===== config.mk =====
export PLATFORM = sky130hd
export DESIGN_NAME = tsu_event_capture
export DESIGN_NICKNAME = d
export VERILOG_FILES = /design/src/rtl/tsu_pkg.sv /design/src/rtl/tsu_counter.sv /design/src/rtl/tsu_pin_sync.sv /design/src/rtl/tsu_event_merge.sv /design/src/rtl/tsu_event_fifo.sv /design/src/rtl/tsu_event_capture.sv
export SDC_FILE = /design/constraint.sdc
export NUM_CORES = 2
export LEC_CHECK = 0
export BUFFER_PORTS_ARGS = -buffer_cell sky130_fd_sc_hd__buf_2
export CAP_MARGIN = 10
export CELL_PAD_IN_SITES_DETAIL_PLACEMENT = 0
export CELL_PAD_IN_SITES_GLOBAL_PLACEMENT = 2
export CORE_MARGIN = 10
export CORE_UTILIZATION = 52
export DETAILED_ROUTE_END_ITERATION = 12
export PLACE_DENSITY_LB_ADDON = 0.1
export SYNTH_ARGS = -nofsm -noshare
export SYNTH_HDL_FRONTEND = slang
export SYNTH_HIERARCHICAL = 1
export SYNTH_SLANG_ARGS = --single-unit

===== constraint.sdc =====
create_clock -name clk -period 19.7 [get_ports clk]
set_input_delay 3.94 -clock clk [delete_from_list [all_inputs] [get_ports clk]]
set_output_delay 3.94 -clock clk [all_outputs]
set_load 0.01 [all_outputs]

===== src/rtl/tsu_pkg.sv =====
package tsu_pkg;
  localparam int ADDR_W = 4;

  typedef enum logic [3:0] {
    EV_PUSH = 4'd0,
    EV_ROLL = 4'd1,
    EV_HALF = 4'd2,
    EV_PIN  = 4'd3,
    EV_RX   = 4'd4,
    EV_TX   = 4'd5
  } ev_kind_t;

  localparam logic [ADDR_W-1:0] A_ID    = 4'd0;
  localparam logic [ADDR_W-1:0] A_CTRL  = 4'd1;
  localparam logic [ADDR_W-1:0] A_PUSH  = 4'd2;
  localparam logic [ADDR_W-1:0] A_LDVAL = 4'd3;
  localparam logic [ADDR_W-1:0] A_LDSTB = 4'd4;
  localparam logic [ADDR_W-1:0] A_STAT  = 4'd5;
  localparam logic [ADDR_W-1:0] A_MASK  = 4'd6;
  localparam logic [ADDR_W-1:0] A_IEN   = 4'd7;
  localparam logic [ADDR_W-1:0] A_POP   = 4'd8;
  localparam logic [ADDR_W-1:0] A_EVLO  = 4'd9;
  localparam logic [ADDR_W-1:0] A_EVHI  = 4'd10;

  typedef struct packed {
    logic [2:0]  rsvd;
    logic [4:0]  port;
    ev_kind_t    kind;
    logic [3:0]  msg;
    logic [15:0] seq;
  } ev_desc_t;

  function automatic ev_desc_t make_desc(input logic [4:0] port, input ev_kind_t kind,
                                         input logic [3:0] msg, input logic [15:0] seq);
    ev_desc_t d;
    d.rsvd = 3'b0;
    d.port = port;
    d.kind = kind;
    d.msg  = msg;
    d.seq  = seq;
    return d;
  endfunction
endpackage


===== src/rtl/tsu_counter.sv =====
module tsu_counter #(
  parameter int TS_W = 32
) (
  input  logic            clk,
  input  logic            rst_n,
  input  logic            run,
  input  logic            load,
  input  logic [TS_W-1:0] load_val,
  output logic [TS_W-1:0] cnt,
  output logic            wrap,
  output logic            half
);
  localparam logic [TS_W-1:0] ALL_ONES = {TS_W{1'b1}};
  localparam logic [TS_W-1:0] HALF_PRE = {1'b0, {(TS_W-1){1'b1}}};

  // markers describe the step taken at the coming edge
  assign wrap = run && !load && (cnt == ALL_ONES);
  assign half = run && !load && (cnt == HALF_PRE);

  always_ff @(posedge clk or negedge rst_n) begin
    if (!rst_n)    cnt <= '0;
    else if (load) cnt <= load_val;
    else if (run)  cnt <= cnt + 1'b1;
  end

  assert_wrap_zero_R4: assert property (@(posedge clk) disable iff (!rst_n)
    wrap |=> (cnt == '0));
  assert_half_msb_R4: assert property (@(posedge clk) disable iff (!rst_n)
    half |=> cnt[TS_W-1]);
endmodule


===== src/rtl/tsu_pin_sync.sv =====
module tsu_pin_sync #(
  parameter int N = 4
) (
  input  logic         clk,
  input  logic         rst_n,
  input  logic [N-1:0] pin,
  output logic [N-1:0] rise
);
  for (genvar k = 0; k < N; k++) begin : g_pin
    logic s1, s2, s3;
    always_ff @(posedge clk or negedge rst_n) begin
      if (!rst_n) begin
        s1 <= 1'b0;
        s2 <= 1'b0;
        s3 <= 1'b0;
      end else begin
        s1 <= pin[k];
        s2 <= s1;
        s3 <= s2;
      end
    end
    assign rise[k] = s2 && !s3;
  end
endmodule


===== src/rtl/tsu_event_merge.sv =====
module tsu_event_merge #(
  parameter int NSRC = 9,
  parameter int TS_W = 32,
  parameter int DW   = 32
) (
  input  logic                      clk,
  input  logic                      rst_n,
  input  logic [NSRC-1:0]           fire,
  input  logic [NSRC-1:0][TS_W-1:0] ts_in,
  input  logic [NSRC-1:0][DW-1:0]   desc_in,
  input  logic                      sink_full,
  output logic                      out_valid,
  output logic [TS_W-1:0]           out_ts,
  output logic [DW-1:0]             out_desc,
  output logic [NSRC-1:0]           slot_free,
  output logic                      drop
);
  logic [NSRC-1:0]           slot_v;
  logic [NSRC-1:0][TS_W-1:0] slot_ts;
  logic [NSRC-1:0][DW-1:0]   slot_d;
  logic [NSRC-1:0]           grant;

  // lowest index wins: index order is the queueing priority
  always_comb begin
    logic found;
    found = 1'b0;
    grant = '0;
    for (int i = 0; i < NSRC; i++) begin
      if (slot_v[i] && !found) begin
        grant[i] = 1'b1;
        found    = 1'b1;
      end
    end
  end

  always_comb begin
    out_ts   = '0;
    out_desc = '0;
    for (int i = 0; i < NSRC; i++) begin
      out_ts   = out_ts   | (slot_ts[i] & {TS_W{grant[i]}});
      out_desc = out_desc | (slot_d[i]  & {DW{grant[i]}});
    end
  end

  assign slot_free = ~slot_v | grant;
  assign out_valid = (|grant) && !sink_full;
  assign drop      = ((|grant) && sink_full) || (|(fire & ~slot_free));

  for (genvar i = 0; i < NSRC; i++) begin : g_slot
    always_ff @(posedge clk or negedge rst_n) begin
      if (!rst_n) begin
        slot_v[i]  <= 1'b0;
        slot_ts[i] <= '0;
        slot_d[i]  <= '0;
      end else if (fire[i] && slot_free[i]) begin
        slot_v[i]  <= 1'b1;
        slot_ts[i] <= ts_in[i];
        slot_d[i]  <= desc_in[i];
      end else if (grant[i]) begin
        slot_v[i]  <= 1'b0;
      end
    end

    assert_slot_capture_R9: assert property (@(posedge clk) disable iff (!rst_n)
      (fire[i] && !slot_v[i]) |=> slot_v[i]);
  end
endmodule


===== src/rtl/tsu_event_fifo.sv =====
module tsu_event_fifo #(
  parameter int DEPTH = 16,
  parameter int W     = 64
) (
  input  logic         clk,
  input  logic         rst_n,
  input  logic         push,
  input  logic [W-1:0] push_data,
  input  logic         pop,
  output logic [W-1:0] head,
  output logic         empty,
  output logic         full
);
  localparam int PTR_W = $clog2(DEPTH);
  localparam int CNT_W = PTR_W + 1;
  localparam logic [CNT_W-1:0] DEPTH_C = CNT_W'(DEPTH);

  logic [W-1:0]     mem [DEPTH];
  logic [PTR_W-1:0] wr_ptr, rd_ptr;
  logic [CNT_W-1:0] count;
  logic             do_push, do_pop;

  assign empty   = (count == '0);
  assign full    = (count == DEPTH_C);
  assign do_push = push && !full;
  assign do_pop  = pop && !empty;
  assign head    = mem[rd_ptr];

  always_ff @(posedge clk) begin
    if (do_push) mem[wr_ptr] <= push_data;
  end

  always_ff @(posedge clk or negedge rst_n) begin
    if (!rst_n) begin
      wr_ptr <= '0;
      rd_ptr <= '0;
      count  <= '0;
    end else begin
      if (do_push) wr_ptr <= (wr_ptr == PTR_W'(DEPTH-1)) ? '0 : wr_ptr + 1'b1;
      if (do_pop)  rd_ptr <= (rd_ptr == PTR_W'(DEPTH-1)) ? '0 : rd_ptr + 1'b1;
      count <= count + CNT_W'(do_push) - CNT_W'(do_pop);
    end
  end

  assert_no_overflow_R8: assert property (@(posedge clk) disable iff (!rst_n)
    count <= DEPTH_C);
  assert_empty_pop_R8: assert property (@(posedge clk) disable iff (!rst_n)
    (empty && pop && !push) |=> empty);
endmodule


===== src/rtl/tsu_event_capture.sv =====
module tsu_event_capture #(
  parameter int          NUM_PINS   = 4,
  parameter int          FIFO_DEPTH = 16,
  parameter logic [15:0] MOD_ID     = 16'h4E54,
  parameter logic [4:0]  VER_RTL    = 5'd1,
  parameter logic [2:0]  VER_MAJ    = 3'd1,
  parameter logic [7:0]  VER_MIN    = 8'd0
) (
  input  logic          clk,
  input  logic          rst_n,
  input  logic [3:0]    reg_addr,
  input  logic          reg_wr,
  input  logic [31:0]   reg_wdata,
  output logic [31:0]   reg_rdata,
  input  logic [NUM_PINS-1:0] hw_pin,
  input  logic          rx_valid,
  output logic          rx_ready,
  input  logic [4:0]    rx_port,
  input  logic [3:0]    rx_msg,
  input  logic [15:0]   rx_seq,
  input  logic          tx_valid,
  output logic          tx_ready,
  input  logic [4:0]    tx_port,
  input  logic [3:0]    tx_msg,
  input  logic [15:0]   tx_seq,
  output logic          irq
);
  import tsu_pkg::*;

  localparam int TS_W     = 32;
  localparam int DW       = 32;
  localparam int IDX_ROLL = 0;
  localparam int IDX_HALF = 1;
  localparam int IDX_SW   = 2;
  localparam int IDX_PIN0 = 3;
  localparam int IDX_RX   = IDX_PIN0 + NUM_PINS;
  localparam int IDX_TX   = IDX_RX + 1;
  localparam int NSRC     = IDX_TX + 1;
  localparam int PIN_BIT0 = 8;
  localparam logic [31:0] CTRL_MASK = 32'h3 | (((32'h1 << NUM_PINS) - 1) << PIN_BIT0);

  logic [31:0]     ctrl_q, ldval_q;
  logic            ien_q, ovf_q;
  logic            run, wr_push, wr_load, wr_pop;
  logic [TS_W-1:0] cnt;
  logic            wrap, half;
  logic [NUM_PINS-1:0] pin_rise;
  logic [NSRC-1:0]           fire, slot_free;
  logic [NSRC-1:0][TS_W-1:0] ts_in;
  logic [NSRC-1:0][DW-1:0]   desc_in;
  logic            mv_valid, drop;
  logic [TS_W-1:0] mv_ts;
  logic [DW-1:0]   mv_desc;
  logic [TS_W+DW-1:0] head;
  logic            f_empty, f_full, raw_pend;

  assign run     = ctrl_q[0];
  assign wr_push = reg_wr && (reg_addr == A_PUSH)  && reg_wdata[0];
  assign wr_load = reg_wr && (reg_addr == A_LDSTB) && reg_wdata[0];
  assign wr_pop  = reg_wr && (reg_addr == A_POP)   && reg_wdata[0];

  always_ff @(posedge clk or negedge rst_n) begin
    if (!rst_n) begin
      ctrl_q  <= '0;
      ldval_q <= '0;
      ien_q   <= 1'b0;
      ovf_q   <= 1'b0;
    end else begin
      if (reg_wr && reg_addr == A_CTRL)  ctrl_q  <= reg_wdata & CTRL_MASK;
      if (reg_wr && reg_addr == A_LDVAL) ldval_q <= reg_wdata;
      if (reg_wr && reg_addr == A_IEN)   ien_q   <= reg_wdata[0];
      if (drop)                                          ovf_q <= 1'b1;
      else if (reg_wr && reg_addr == A_STAT && reg_wdata[1]) ovf_q <= 1'b0;
    end
  end

  tsu_counter #(.TS_W(TS_W)) u_cnt (
    .clk(clk), .rst_n(rst_n), .run(run), .load(wr_load), .load_val(ldval_q),
    .cnt(cnt), .wrap(wrap), .half(half)
  );

  tsu_pin_sync #(.N(NUM_PINS)) u_sync (
    .clk(clk), .rst_n(rst_n), .pin(hw_pin), .rise(pin_rise)
  );

  // event sources, in queueing priority order
  assign fire[IDX_ROLL]    = wrap;
  assign ts_in[IDX_ROLL]   = '0;
  assign desc_in[IDX_ROLL] = make_desc(5'd0, EV_ROLL, 4'd0, 16'd0);
  assign fire[IDX_HALF]    = half;
  assign ts_in[IDX_HALF]   = {1'b1, {(TS_W-1){1'b0}}};
  assign desc_in[IDX_HALF] = make_desc(5'd0, EV_HALF, 4'd0, 16'd0);
  assign fire[IDX_SW]      = run && wr_push;
  assign ts_in[IDX_SW]     = cnt;
  assign desc_in[IDX_SW]   = make_desc(5'd0, EV_PUSH, 4'd0, 16'd0);

  for (genvar k = 0; k < NUM_PINS; k++) begin : g_src_pin
    assign fire[IDX_PIN0+k]    = run && ctrl_q[PIN_BIT0+k] && pin_rise[k];
    assign ts_in[IDX_PIN0+k]   = cnt;
    assign desc_in[IDX_PIN0+k] = make_desc(5'(k+1), EV_PIN, 4'd0, 16'd0);
  end

  assign rx_ready        = run && slot_free[IDX_RX];
  assign tx_ready        = run && slot_free[IDX_TX];
  assign fire[IDX_RX]    = rx_valid && rx_ready;
  assign ts_in[IDX_RX]   = cnt;
  assign desc_in[IDX_RX] = make_desc(rx_port, EV_RX, rx_msg, rx_seq);
  assign fire[IDX_TX]    = tx_valid && tx_ready;
  assign ts_in[IDX_TX]   = cnt;
  assign desc_in[IDX_TX] = make_desc(tx_port, EV_TX, tx_msg, tx_seq);

  tsu_event_merge #(.NSRC(NSRC), .TS_W(TS_W), .DW(DW)) u_merge (
    .clk(clk), .rst_n(rst_n), .fire(fire), .ts_in(ts_in), .desc_in(desc_in),
    .sink_full(f_full), .out_valid(mv_valid), .out_ts(mv_ts), .out_desc(mv_desc),
    .slot_free(slot_free), .drop(drop)
  );

  tsu_event_fifo #(.DEPTH(FIFO_DEPTH), .W(TS_W+DW)) u_fifo (
    .clk(clk), .rst_n(rst_n), .push(mv_valid), .push_data({mv_desc, mv_ts}),
    .pop(wr_pop), .head(head), .empty(f_empty), .full(f_full)
  );

  assign raw_pend = !f_empty || ctrl_q[1];
  assign irq      = raw_pend && ien_q;

  always_comb begin
    unique case (reg_addr)
      A_ID:    reg_rdata = {MOD_ID, VER_RTL, VER_MAJ, VER_MIN};
      A_CTRL:  reg_rdata = ctrl_q;
      A_LDVAL: reg_rdata = ldval_q;
      A_STAT:  reg_rdata = {30'd0, ovf_q, raw_pend};
      A_MASK:  reg_rdata = {31'd0, irq};
      A_IEN:   reg_rdata = {31'd0, ien_q};
      A_EVLO:  reg_rdata = f_empty ? 32'd0 : head[TS_W-1:0];
      A_EVHI:  reg_rdata = f_empty ? 32'd0 : head[TS_W+DW-1:TS_W];
      default: reg_rdata = 32'd0;
    endcase
  end

  assert_irq_pending_R11: assert property (@(posedge clk) disable iff (!rst_n)
    (!f_empty && ien_q) |-> irq);
endmodule


**Word-level counts from Yosys, hierarchy flattened**

Memories as Yosys holds them, arrays and structs flattened.
Index checks and enable logic that the tools add are counted.

- Latch bits: 0
- Memories kept: 1
- Word-level logic and storage cells: 229
- Memory bits (read-only): 0
- Bits in writable memories: 1,024
- Input bits: 95
- Register bits: 389
- Output and inout bits: 35

Memory list:

| memory | depth | bits a word | read ports | clocked after memory_dff | wr ports | RTL line | text |
|---|---|---|---|---|---|---|---|
| u_fifo.mem | 16 | 64 | 1 | 0 | 1 | tsu_event_fifo.sv:18 | `logic [W-1:0] mem [DEPTH];` |

- Bitwise operators: 34
- Eq/ne operators: 15
- Mux-type cells: 45
- Divide/modulo/power cells: 0
- $lt $le $gt $ge: 0
- $mul: 0
- Add/subtract/negate cells: 5
- Reduce and logical (&&, ||, !) cells: 85
- Shifts and indexed selects: 0

Operators with widths:

| cell | number |
|---|---|
| bitwise OR 32 bit | 14 |
| bitwise AND 32 bit | 8 |
| case mux 32 bit (8 select lines) | 1 |
| 2-to-1 mux 32 bit | 4 |
| bitwise AND 26 x 32 -> 32 bit | 2 |
| bitwise AND 29 x 32 -> 32 bit | 2 |
| logical AND 1 bit | 53 |
| 2-to-1 mux 1 bit | 38 |
| adder 32 x 1 -> 32 bit (second input constant) | 1 |
| bitwise AND 21 x 32 -> 32 bit | 1 |
| bitwise AND 22 x 32 -> 32 bit | 1 |
| bitwise AND 25 x 32 -> 32 bit | 1 |
| bitwise AND 27 x 32 -> 32 bit | 1 |
| equality test 32 x 31 -> 1 bit (second input constant) | 1 |
| equality test 32 bit (second input constant) | 1 |
| nonzero test 2 bit | 11 |
| equality test 4 bit (second input constant) | 5 |
| inverter 9 bit | 2 |
| OR reduction 9 bit | 2 |
| equality test 4 x 3 -> 1 bit (second input constant) | 4 |
| logical NOT 1 bit | 15 |
| bitwise AND 9 bit | 1 |
| bitwise OR 9 bit | 1 |
| adder 4 x 1 -> 4 bit (second input constant) | 2 |
| 9 further kinds | 12 |

**Depth between registers and ports, before layout**

- Depth after elaboration: 32
- Gate-level depth with buffers: 15
- Depth with buffers taken out: 14

**By module**

The synthesis kept the hierarchy.

By module, submodules not included:

| module | instances | area each (sq um) | sequential area each (sq um) | cells each |
|---|---|---|---|---|
| tsu_event_fifo | 1 | 40,299.9 | 31,074.8 | 1,932 |
| tsu_event_merge | 1 | 26,092.5 | 14,639.0 | 1,875 |
| tsu_event_capture | 1 | 2,419.8 | 1,001.0 | 221 |
| tsu_counter | 1 | 1,878.1 | 800.8 | 216 |
| tsu_pin_sync | 1 | 355.3 | 300.3 | 16 |

**Least setup slack after synthesis**

OpenSTA, ideal clock, no wires.

- Kind: input port to output port
- From: in reg_addr[2]
- To: out reg_rdata[13]
- Stages: 5
- Path buffers: 3
- Path slack: 10.828 ns
- Arrival: 4.932 ns
- Data required time: 15.760 ns
- Cells stage by stage: buf_2 > or3b_1 > buf_2 > buf_6 > o2bb2ai_1

- Cells in the longest elaborated chain, start to end: 2
- Elaborated cells between the ends (all ways): 9
- Those cells by class: eq/ne (7); mux (1); reduce/logical (1)

Ends and longest elaborated chain:

| what | RTL line | text |
|---|---|---|
| from (decl) | tsu_event_capture.sv:11 | `input logic [3:0] reg_addr,` |
| equality test 4 bit (tied with other cells) | tsu_event_capture.sv:127 | `unique case (reg_addr)` |
| case mux 32 bit (8 select lines) * | tsu_event_capture.sv:127 |  |
| to (decl) | tsu_event_capture.sv:14 | `output logic [31:0] reg_rdata,` |

Mark *: on every way between the ends. The rest lies on a longest branch, timed or not.

**Worst setup path after layout**

- From: reg u_fifo.rd_ptr[0]
- To: out reg_rdata[21]

- Cells in the longest elaborated chain, start to end: 3
- Elaborated cells between the ends (all ways): 4
- Those cells by class: mux (3); memory (1)

Ends and longest elaborated chain:

| what | RTL line | text |
|---|---|---|
| from (decl) | tsu_event_fifo.sv:19 | `logic [PTR_W-1:0] wr_ptr, rd_ptr;` |
| from (signal assigned) | tsu_event_fifo.sv:40 | `if (do_pop) rd_ptr <= (rd_ptr == PTR_W'(DEPTH-1)) ? '0 : rd_ptr + 1'b1;` |
| memory (16 x 64 bit) | - |  |
| net head[53] | tsu_event_capture.sv:54 | `logic [TS_W+DW-1:0] head;` |
| 2-to-1 mux 32 bit | tsu_event_capture.sv:135 | `A_EVHI: reg_rdata = f_empty ? 32'd0 : head[TS_W+DW-1:TS_W];` |
| case mux 32 bit (8 select lines) | tsu_event_capture.sv:127 |  |

The timed path passes the listed nets, and every way through them passes these cells.

==> run_results.csv <==
group,metric,value,unit
routing,detailedRoute.firstIterationViolations,4502,
routing,detail_route.wl_per_cell,31.1,um
worst_setup_path,critical_path.startpoint,"u_fifo/rd_ptr[0]$_DFFE_PN0P_",
grt,initial_antenna_violation_count,10,
worst_setup_path,r2r-end,"u_fifo/mem[9][22]$_DFFE_PP_",
finish,register_area,47800,um^2
power_and_ir_drop,power_leakage,0.0305,uW
worst_setup_path,crit_arrival,6.27,ns
timing,final-setup-viol-count,0,
finish,insertedDiodeCount,0,
floorplanning,core.rowCount,135,
place,placement_stage_cell_area,74600,um^2
worst_setup_path,setup.worst_path.start_class,"register",
floorplanning,ios,130,
grt,grt.total_usage,0.269,
worst_setup_path,slowest_stage,"dfrtp_4",
synth,count_of_mapped_cells_out_of_synthesis,4258,
cts,post-cts-setup-buffers,0,
place,placed_cells_incl_taps,6278,
place,io_buffers,129,
grt,grt_max_degree,154,
cts,clock_tree.htree_level_count,4,
cts,cts_root_buffer,"clkbuf_16",
floorplanning,die_width,390,um
finish,post-route-util,0.590,
floorplanning,die_y,390,um
routing,post-route-drc-count,0,
flow_run,cap_violations,0,
cts,cts.sink_count,1706,
cts,clockBufferDepth,3,
finish,drive_gt1_frac,0.271,
cts,cts_hold_buf,0,
worst_setup_path,cp_max_fo,51,
cts,clk_latency,0.82,ns
worst_setup_path,critPathRequiredTime,15.76,ns
outcome,run_status,"finished, final reports clean",
cts,post_cts.resized_instances,0,
finish,multi_input_comb_area,22700,um^2
worst_setup_path,timing.critical_path.cells,"buf_4, buf_4, buf_4, mux4_2, a22oi_1, nand2_1, a22oi_1, o2bb2ai_1, buf_2",
routing,totalWireLength,206,mm
worst_setup_path,timing.rr.start,"u_merge/slot_v[4]$_DFFE_PN0P_",
floorplanning,floorplan.core_area,136000,um^2
finish,post_layout_instance_area,80100,um^2
finish,fillerInstances,10400,
timing,max_freq,98.0,MHz
cts,cts_buffers,175,
finish,synthToLayoutAreaGrowth,12.7,%
grt,grt_remaining_overflow,0,
routing,via_count,41600,
routing,drt_first_pass_iters,8,
floorplanning,die-area,152000,um^2
place,dpl.hpwl,118,mm
cts,tritoncts,"done",
timing,maxSlewViolCount,0,
grt,number_of_global_route_vias_before_repair,41200,
timing,tightestPinTransition,1.42,ns
timing,post-route-worst-setup-slack,9.49,ns
worst_setup_path,critical_path.endpoint_type,"primary output",
timing,period_needed,10.21,ns
timing,grt_setup_unrepaired,"false",
power_and_ir_drop,worst_ir_drop_vdd,102,uV
worst_setup_path,worst-path-stages,9,
grt,grt_pass1_wl,297,mm
hold_path,hold_path.class,"reg -> reg",
worst_setup_path,cp_top_family,"buffers and inverters",
place,dp_worst_setup_slack,9.72,ns
worst_setup_path,ff2ff_setup_slack,14.50,ns
routing,post_drt_via_cell_ratio,6.30,
worst_setup_path,worst-setup-path-type,"reg -> out",
timing,final.period_utilization,0.518,
worst_setup_path,r2r_cells,8,
timing,final.setup.tns,0,ns
power_and_ir_drop,powerDensity,136,nW/um^2
floorplanning,initial_core_util,0.524,
worst_setup_path,crit_path_end,"reg_rdata[21]",
synth,yosys_warnings,6,
finish,fin_nets,4788,
timing,finalHoldViolCount,0,
timing,fin_worst_skew,0.0292,ns
timing,timing.max_slew.rel_slack,0.0560,
synth,synth_area_per_cell,16.7,um^2
finish,finish.cell_count_without_fillers,6607,
routing,ant_nets,0,
worst_setup_path,timing.critical_path.slowest_cell_delay,1.02,ns
place,gpl.final_weighted_congestion,0.812,
worst_setup_path,cpMostUsedCell,"buf_4",
worst_setup_path,crit_buf_inv,4,
cts,clock_pin_slew_reported_for_the_worst_setup_and_hold_paths_after_clock_tree_synthesis,0.06,ns
synth,cell_area_after_technology_mapping,71000,um^2
## area by class of cell
| type | count | share of cell area |
|---|---|---|
| sequential | 1706 | 0.597 |
| multi-input combinational | 2471 | 0.283 |
| clock buffer | 250 | 0.0601 |
| tap | 1781 | 0.0278 |
| timing repair buffer | 239 | 0.0191 |
| clock inverter | 73 | 0.00825 |
| inverter | 87 | 0.00409 |
## cell usage in the layout, fill, tap and decap left out, types with 104 or more instances in the layout
| master | n |
|---|---|
| edfxtp_1 | 1024 |
| dfrtp_1 | 673 |
| mux2_2 | 507 |
| conb_1 | 302 |
| mux2i_1 | 260 |
| clkbuf_16 | 175 |
| a22oi_1 | 160 |
| a221o_1 | 130 |
| buf_2 | 128 |
| mux4_2 | 128 |
| nand2_1 | 112 |
| buf_4 | 104 |
## report_power, final
group	internal (uW)	total (uW)	switching, uW
Combinational	937	2380	1440
Sequential	4860	5320	464
Clock	1780	3180	1400
## stage by stage
stage	power (uW)	hold slack [ns]
6_report	10900	0.350
3_3_place_gp	7680	0.333
4_1_cts	10900	0.352
2_1_floorplan	6770	0.331
3_5_place_dp	7750	0.337
5_1_grt	11300	0.356
## registers in the layout, indices dropped and copies added, names as in the netlist
register	count
ctrl_q	6
ien_q	1
ldval_q	32
ovf_q	1
u_cnt/cnt	32
u_fifo/count	5
u_fifo/mem	1024
u_fifo/rd_ptr	4
u_fifo/wr_ptr	4
u_merge/slot_d	288
u_merge/slot_ts	288
u_merge/slot_v	9
u_sync/g_pin.s1	4
u_sync/g_pin.s2	4
u_sync/g_pin.s3	4
## how the worst min path moves through the flow
stage                                       from                            to  slack [ns]  cells after the start
finish              u_sync/g_pin[1].s1$_DFF_PN0_  u_sync/g_pin[1].s2$_DFF_PN0_        0.35                      0
global route        u_sync/g_pin[1].s1$_DFF_PN0_  u_sync/g_pin[1].s2$_DFF_PN0_        0.36                      0
CTS                 u_sync/g_pin[1].s1$_DFF_PN0_  u_sync/g_pin[1].s2$_DFF_PN0_        0.35                      0
detailed placement  u_sync/g_pin[3].s1$_DFF_PN0_  u_sync/g_pin[3].s2$_DFF_PN0_        0.34                      0
global placement    u_sync/g_pin[3].s1$_DFF_PN0_  u_sync/g_pin[3].s2$_DFF_PN0_        0.33                      0
floorplan           u_sync/g_pin[0].s1$_DFF_PN0_  u_sync/g_pin[0].s2$_DFF_PN0_        0.33                      0
## routing by layer
metal | share of wire | track usage
met4 | 0.021 | 0.0671
met5 | 0.00033 | 0
met2 | 0.47 | 0.428
met3 | 0.081 | 0.0562
met1 | 0.42 | 0.378
## worst register-to-register path, stage by stage, from the launching register on
cell	delay, ns
dfrtp_4	1.02
or4_1	0.35
nor2_1	0.10
a21oi_1	0.43
nor2b_1	0.64
inv_2	0.23
nor3b_1	0.50
and2_4	0.66
buf_4	0.78
Power figures use the tool's default switching activity.
